==> config.mk <==
export PLATFORM = sky130hd
export DESIGN_NAME = cmdb_top
export DESIGN_NICKNAME = d
export VERILOG_FILES = /design/src/rtl/cmdb_pkg.sv /design/src/rtl/cmdb_decode.sv /design/src/rtl/cmdb_master.sv /design/src/rtl/cmdb_regs.sv /design/src/rtl/cmdb_top.sv
export SDC_FILE = /design/constraint.sdc
export NUM_CORES = 1
export LEC_CHECK = 0
export BUFFER_PORTS_ARGS = -buffer_cell sky130_fd_sc_hd__buf_2
export CAP_MARGIN = 0
export CORE_ASPECT_RATIO = 0.8
export CORE_MARGIN = 1
export CORE_UTILIZATION = 40
export CTS_CLUSTER_SIZE = 24
export DETAILED_ROUTE_END_ITERATION = 7
export PLACE_DENSITY = 0.67
export SLEW_MARGIN = 5
export SYNTH_ARGS = -nofsm -noshare
export SYNTH_HDL_FRONTEND = slang
export SYNTH_SLANG_ARGS = --single-unit
export TNS_END_PERCENT = 20
==> constraint.sdc <==
create_clock -name clk -period 6.3 [get_ports clk]
set_input_delay 1.26 -clock clk [delete_from_list [all_inputs] [get_ports clk]]
set_output_delay 1.26 -clock clk [all_outputs]
set_load 0.01 [all_outputs]
==> src/rtl/cmdb_pkg.sv <==
package cmdb_pkg;
  typedef enum logic [1:0] {
    SEL_CTL  = 2'd0,
    SEL_RST  = 2'd1,
    SEL_STAT = 2'd2,
    SEL_DATA = 2'd3
  } reg_sel_e;
endpackage

==> src/rtl/cmdb_decode.sv <==
module cmdb_decode
  import cmdb_pkg::*;
#(
  parameter int ADDR_W    = 8,
  parameter int DW        = 64,
  parameter int BUS_AW    = 32,
  parameter int LEN_W     = 4,
  parameter int MAX_BYTES = 8,
  parameter int RD_BIT    = 48,
  parameter int LEN_LSB   = 56
) (
  input  logic              clk,
  input  logic              rst_n,
  input  logic              h_we,
  input  logic              h_re,
  input  logic              h_full,
  input  logic [ADDR_W-1:0] h_addr,
  input  logic [DW-1:0]     h_wdata,
  input  logic              busy,
  output reg_sel_e          sel,
  output logic              data_wr,
  output logic              stat_rd,
  output logic              rd_acc,
  output logic              cmd_go,
  output logic              cmd_rd,
  output logic [BUS_AW-1:0] cmd_addr,
  output logic [LEN_W-1:0]  cmd_len
);
  logic wr_acc, ctl_wr, len_ok;
  logic unused_bits;

  assign sel      = reg_sel_e'(h_addr[4:3]);
  assign wr_acc   = h_we & h_full;
  assign rd_acc   = h_re & h_full;
  assign ctl_wr   = wr_acc & (sel == SEL_CTL);
  assign data_wr  = wr_acc & (sel == SEL_DATA);
  assign stat_rd  = rd_acc & (sel == SEL_STAT);
  assign cmd_len  = h_wdata[LEN_LSB +: LEN_W];
  assign cmd_rd   = h_wdata[RD_BIT];
  assign cmd_addr = h_wdata[BUS_AW-1:0];
  assign len_ok   = (cmd_len <= LEN_W'(MAX_BYTES));
  assign cmd_go   = ctl_wr & len_ok & ~busy;

  assign unused_bits = ^{h_wdata[DW-1:LEN_LSB+LEN_W], h_wdata[LEN_LSB-1:RD_BIT+1],
                         h_wdata[RD_BIT-1:BUS_AW], h_addr[2:0], h_addr[ADDR_W-1:5]};

  // an oversized byte count never launches a transfer
  assert_len_reject_R3: assert property (@(posedge clk) disable iff (!rst_n)
    (ctl_wr && (h_wdata[LEN_LSB +: LEN_W] > LEN_W'(MAX_BYTES))) |-> !cmd_go);
  // launch only from idle
  assert_go_idle_R10: assert property (@(posedge clk) disable iff (!rst_n)
    cmd_go |-> !busy);
endmodule

==> src/rtl/cmdb_master.sv <==
module cmdb_master #(
  parameter int BUS_AW = 32,
  parameter int BUS_DW = 32,
  parameter int LEN_W  = 4
) (
  input  logic              clk,
  input  logic              rst_n,
  input  logic              cmd_go,
  input  logic              cmd_rd,
  input  logic [BUS_AW-1:0] cmd_addr,
  input  logic [LEN_W-1:0]  cmd_len,
  input  logic [BUS_DW-1:0] data_q,
  input  logic              b_ack,
  output logic              b_req,
  output logic              b_we,
  output logic [BUS_AW-1:0] b_addr,
  output logic [LEN_W-1:0]  b_len,
  output logic [BUS_DW-1:0] b_wdata,
  output logic              busy,
  output logic              rsp_valid,
  output logic              rsp_rd
);
  logic              req_q, req_d;
  logic              we_q;
  logic [BUS_AW-1:0] addr_q;
  logic [LEN_W-1:0]  len_q;
  logic [BUS_DW-1:0] wd_q;
  logic              load_en;

  assign load_en = cmd_go;

  always_comb begin
    req_d = req_q;
    if (cmd_go)              req_d = 1'b1;
    else if (req_q && b_ack) req_d = 1'b0;
  end

  always_ff @(posedge clk or negedge rst_n) begin
    if (!rst_n) req_q <= 1'b0;
    else        req_q <= req_d;
  end

  always_ff @(posedge clk or negedge rst_n) begin
    if (!rst_n) begin
      we_q   <= 1'b0;
      addr_q <= '0;
      len_q  <= '0;
      wd_q   <= '0;
    end else if (load_en) begin
      we_q   <= ~cmd_rd;
      addr_q <= cmd_addr;
      len_q  <= cmd_len;
      wd_q   <= data_q;
    end
  end

  assign b_req     = req_q;
  assign b_we      = we_q;
  assign b_addr    = addr_q;
  assign b_len     = len_q;
  assign b_wdata   = wd_q;
  assign busy      = req_q;
  assign rsp_valid = req_q & b_ack;
  assign rsp_rd    = ~we_q;

  assert_req_after_go_R2: assert property (@(posedge clk) disable iff (!rst_n)
    cmd_go |=> b_req);
  assert_hold_fields_R10: assert property (@(posedge clk) disable iff (!rst_n)
    (b_req && !b_ack) |=> (b_req && $stable(b_addr) && $stable(b_we) &&
                           $stable(b_len) && $stable(b_wdata)));
  assert_drop_after_ack_R10: assert property (@(posedge clk) disable iff (!rst_n)
    (b_req && b_ack) |=> !b_req);
endmodule

==> src/rtl/cmdb_regs.sv <==
module cmdb_regs
  import cmdb_pkg::*;
#(
  parameter int DW        = 64,
  parameter int BUS_DW    = 32,
  parameter int DONE_BIT  = 11,
  parameter int RDATA_LSB = 26
) (
  input  logic              clk,
  input  logic              rst_n,
  input  reg_sel_e          sel,
  input  logic              data_wr,
  input  logic [BUS_DW-1:0] wdata_hi,
  input  logic              stat_rd,
  input  logic              rd_acc,
  input  logic              rsp_valid,
  input  logic              rsp_rd,
  input  logic              rsp_err,
  input  logic [BUS_DW-1:0] rsp_data,
  output logic [BUS_DW-1:0] data_q,
  output logic [DW-1:0]     h_rdata
);
  localparam int PAD_W = DW - BUS_DW;

  logic [DW-1:0] stat_q, stat_d, done_word, rd_d, rd_q;

  always_comb begin
    done_word = '0;
    done_word[DONE_BIT] = 1'b1;
    if (rsp_rd) done_word[RDATA_LSB +: BUS_DW] = rsp_err ? '1 : rsp_data;
  end

  always_comb begin
    stat_d = stat_q;
    if (rsp_valid)    stat_d = done_word;
    else if (stat_rd) stat_d = '0;
  end

  always_comb begin
    rd_d = '0;
    if (rd_acc) begin
      case (sel)
        SEL_STAT: rd_d = stat_q;
        SEL_DATA: rd_d = {data_q, {PAD_W{1'b0}}};
        default:  rd_d = '0;
      endcase
    end
  end

  always_ff @(posedge clk or negedge rst_n) begin
    if (!rst_n)       data_q <= '0;
    else if (data_wr) data_q <= wdata_hi;
  end

  always_ff @(posedge clk or negedge rst_n) begin
    if (!rst_n) begin
      stat_q <= '0;
      rd_q   <= '0;
    end else begin
      stat_q <= stat_d;
      rd_q   <= rd_d;
    end
  end

  assign h_rdata = rd_q;

  assert_done_on_rsp_R4: assert property (@(posedge clk) disable iff (!rst_n)
    rsp_valid |=> stat_q[DONE_BIT]);
  assert_clear_on_read_R7: assert property (@(posedge clk) disable iff (!rst_n)
    (stat_rd && !rsp_valid) |=> (stat_q == '0));
  assert_stat_quiet_R9: assert property (@(posedge clk) disable iff (!rst_n)
    (!rsp_valid && !stat_rd) |=> $stable(stat_q));
endmodule

==> src/rtl/cmdb_top.sv <==
module cmdb_top
  import cmdb_pkg::*;
#(
  parameter int ADDR_W    = 8,
  parameter int BUS_AW    = 32,
  parameter int BUS_DW    = 32,
  parameter int LEN_W     = 4,
  parameter int MAX_BYTES = 8
) (
  input  logic              clk,
  input  logic              rst_n,
  input  logic              h_we,
  input  logic              h_re,
  input  logic              h_full,
  input  logic [ADDR_W-1:0] h_addr,
  input  logic [63:0]       h_wdata,
  output logic [63:0]       h_rdata,
  output logic              busy,
  output logic              b_req,
  output logic              b_we,
  output logic [BUS_AW-1:0] b_addr,
  output logic [LEN_W-1:0]  b_len,
  output logic [BUS_DW-1:0] b_wdata,
  input  logic              b_ack,
  input  logic [BUS_DW-1:0] b_rdata,
  input  logic              b_err
);
  localparam int DW = 64;

  logic [1:0]        rst_sync;
  logic              core_rst_n;
  reg_sel_e          sel;
  logic              data_wr, stat_rd, rd_acc, cmd_go, cmd_rd;
  logic [BUS_AW-1:0] cmd_addr;
  logic [LEN_W-1:0]  cmd_len;
  logic [BUS_DW-1:0] data_q;
  logic              rsp_valid, rsp_rd;

  always_ff @(posedge clk or negedge rst_n) begin
    if (!rst_n) rst_sync <= 2'b00;
    else        rst_sync <= {rst_sync[0], 1'b1};
  end
  assign core_rst_n = rst_sync[1];

  cmdb_decode #(
    .ADDR_W(ADDR_W), .DW(DW), .BUS_AW(BUS_AW), .LEN_W(LEN_W),
    .MAX_BYTES(MAX_BYTES), .RD_BIT(48), .LEN_LSB(56)
  ) u_dec (
    .clk(clk), .rst_n(core_rst_n), .h_we(h_we), .h_re(h_re), .h_full(h_full),
    .h_addr(h_addr), .h_wdata(h_wdata), .busy(busy), .sel(sel),
    .data_wr(data_wr), .stat_rd(stat_rd), .rd_acc(rd_acc), .cmd_go(cmd_go),
    .cmd_rd(cmd_rd), .cmd_addr(cmd_addr), .cmd_len(cmd_len)
  );

  cmdb_master #(.BUS_AW(BUS_AW), .BUS_DW(BUS_DW), .LEN_W(LEN_W)) u_mst (
    .clk(clk), .rst_n(core_rst_n), .cmd_go(cmd_go), .cmd_rd(cmd_rd),
    .cmd_addr(cmd_addr), .cmd_len(cmd_len), .data_q(data_q), .b_ack(b_ack),
    .b_req(b_req), .b_we(b_we), .b_addr(b_addr), .b_len(b_len),
    .b_wdata(b_wdata), .busy(busy), .rsp_valid(rsp_valid), .rsp_rd(rsp_rd)
  );

  cmdb_regs #(.DW(DW), .BUS_DW(BUS_DW), .DONE_BIT(11), .RDATA_LSB(26)) u_regs (
    .clk(clk), .rst_n(core_rst_n), .sel(sel), .data_wr(data_wr),
    .wdata_hi(h_wdata[DW-1:DW-BUS_DW]), .stat_rd(stat_rd), .rd_acc(rd_acc),
    .rsp_valid(rsp_valid), .rsp_rd(rsp_rd), .rsp_err(b_err),
    .rsp_data(b_rdata), .data_q(data_q), .h_rdata(h_rdata)
  );
endmodule

==> run summary <==
dpl hpwl - 9.913 mm
vias per inst - 4.828
Starting Density - 0.4170
drt first pass iters - 4
Syn Inst Count - 453
WP data arrival - 3.31 ns
Setup crit end kind - flop
first-pass GRT wire length - 24.47 mm
Synth async-reset ratio - 1.000
overall global routing resource usage - 0.1843
worst-skew pair later-pin latency - 0.42 ns
period utilization - 0.4781
drc violations - 0
area leader, netlist - dfrtp_1
core area - 16110 µm²
Synth cell types - 25
Slew HR - 0.2862
final design utilization - 0.5259
IO Port Bufs - 214
drt wl/cell - 16.87 µm
largest cells by area after synthesis - dfrtp_1 (66%), mux2_2 (16%), o2bb2ai_1 (4.2%)
routability cong. - 0.7201
hold path depth - 0
GR Overflow Total - 0
Num CTS Buffers - 17
1st-iter DRT viols - 178
crit path to - u_mst.b_wdata[28]$_DFFE_PN0P_
vias in the first global route - 4528
CTS resizes - 0
Final Hold Vio Count - 0
most frequent cell after synthesis - dfrtp_1
R2R Setup Slk - 3.92 ns
FF-to-FF path depth - 3
I/O pin cnt - 246
clk sink count - 176
die area - 17320 µm²
Reg2Reg Launch Point - u_mst.b_req$_DFFE_PN0P_
Worst Skew - 0.007449 ns
Hold Path Class - flop to flop
initial antenna violation count - 1
commonest cells in the netlist - dfrtp_1 (176), mux2_2 (98), nor2_1 (32), o2bb2ai_1 (32)
Lkg Pwr - 4.388 nW
Peak Freq - 0.3320 GHz
Max clock buf depth - 2
Avg Inst Size Synth - 14.83 µm²
clock period minus worst slack - 3.012 ns
DR vias - 4292
Antenna Violating Nets Remaining - 0
Cell Pwr Density - 365.9 nW/µm²
P&R area growth vs syn - 26.14%
cts hold-fix bufs - 0
largest net degree at the start of global routing - 76
#FFs+latches synth - 176
Die Span Y - 117.9 µm
peak supply drop - 0.0001733 V
RSZ-0062 raised after global routing - false
Seq/Total Area, Yosys - 0.6557
routed wire length - 14.99 mm
Worst Max-Slew Pin Slew - 1.071 ns
Syn Std Cell Area - 6716 µm²
ys flop type - dfrtp_1
yosys warns - 0
CTS Root Buffer Type - clkbuf_16
crit path launch - h_wdata[57]
layout cell share with drive strength beyond 1 - 0.5245
r2r endpoint - u_mst.b_wdata[28]$_DFFE_PN0P_
Startpoint Class - input port
Placement Rows - 41
Max H-tree Level - 4
CP Class - input port to flop
max-slew violations - 0
Die X-Extent - 146.9 µm
Layout Nets - 772
required time of the critical path - 6.59 ns
maxcap violations - 0
share of the synthesized area in the top cell type - 0.6557
Max FO, Critical Path - 70
CTS tree - yes
run status - finished clean
EDFF count, synth - 0
clock-pin slew on the worst setup and hold paths - 0.06 ns
Post CTS Setup Buffer Count - 0
final setup violating endpoints - 0
setup_tns - 0 ns
## cell usage in the layout, fill, tap and decap left out, types with 5 or more instances in the layout
master     synthesis  final
buf_2              8    214
dfrtp_1          176    175
mux2_2            98     98
nor2_1            32     32
o2bb2ai_1         32     32
a22o_1            26     26
conb_1             2     26
clkbuf_16          0     17
and2_1            14     14
inv_1              5      5
## flip-flops by register name, summed over array words and instances, names as in the netlist
signal	flops
u_mst.b_req	1
u_mst.b_we	1
u_mst.b_addr	32
rst_sync	2
u_regs.stat_q	33
u_regs.h_rdata	39
u_mst.b_len	4
u_mst.b_wdata	32
u_regs.data_q	32
## critical path, stage by stage
cell,delay (ns)
buf_2,0.12
o31ai_1,0.43
nand3_4,0.87
mux2_2,0.62
## where the power goes
| part | internal (mW) | switching (mW) | total [mW] |
|---|---|---|---|
| registers | 1.35 | 0.128 | 1.48 |
| logic | 0.276 | 0.236 | 0.512 |
| clock network | 0.669 | 0.443 | 1.11 |
| total | 2.29 | 0.807 | 3.10 |
## area by class of cell
type,count,area (µm²)
diodes,1,2.502
clock buffers,17,425.4
clock inverters,14,201.4
fillers,1423,7636
inverters,5,18.77
multi-input cells,243,2046
flip-flops and latches,176,4408
well taps,215,269.0
repair buffers,218,1101
## cell families (layout without fill, tap and decap cells)
family,count (synthesis),count (layout),synth area share
DFF,176,176,0.6557
muxes,99,99,0.1658
AOI/OAI and AO/OA,64,64,0.08160
buffers and inverters,58,254,0.05626
and+or+nand+nor,54,54,0.03949
other,2,27,0.001118
## how the worst min path moves through the flow
stage	start	end
2_1_floorplan	rst_sync[0]$_DFF_PN0_	rst_sync[1]$_DFF_PN0_
3_3_place_gp	rst_sync[0]$_DFF_PN0_	rst_sync[1]$_DFF_PN0_
6_report	rst_sync[0]$_DFF_PN0_	rst_sync[1]$_DFF_PN0_
5_1_grt	rst_sync[0]$_DFF_PN0_	rst_sync[1]$_DFF_PN0_
3_5_place_dp	rst_sync[0]$_DFF_PN0_	rst_sync[1]$_DFF_PN0_
4_1_cts	rst_sync[0]$_DFF_PN0_	rst_sync[1]$_DFF_PN0_
## stage by stage
| stage | instance area, µm² | worst slack (ns) | hold WS (ns) | total power [mW] | cells |
|---|---|---|---|---|---|
| final | 8472 | 3.288 | 0.3600 | 3.100 | 889 |
| after global routing | 8469 | 3.129 | 0.3688 | 3.265 | 888 |
| after CTS | 8469 | 3.262 | 0.3648 | 3.141 | 888 |
| after detailed placement | 7843 | 2.846 | 0.3490 | 2.015 | 857 |
| after global placement | 7843 | 2.843 | 0.3368 | 1.987 | 857 |
| after floorplan | 6807 | 1.033 | 0.3312 | 1.778 | 477 |
## layer usage
metal | global-route usage | share of wire
met1 | 0.2307 | 0.44
met2 | 0.3027 | 0.48
met3 | 0.06008 | 0.069
met4 | 0.05534 | 0.0093
met5 | 0 | 0
No activity file was read; power rests on OpenSTA's default activity.
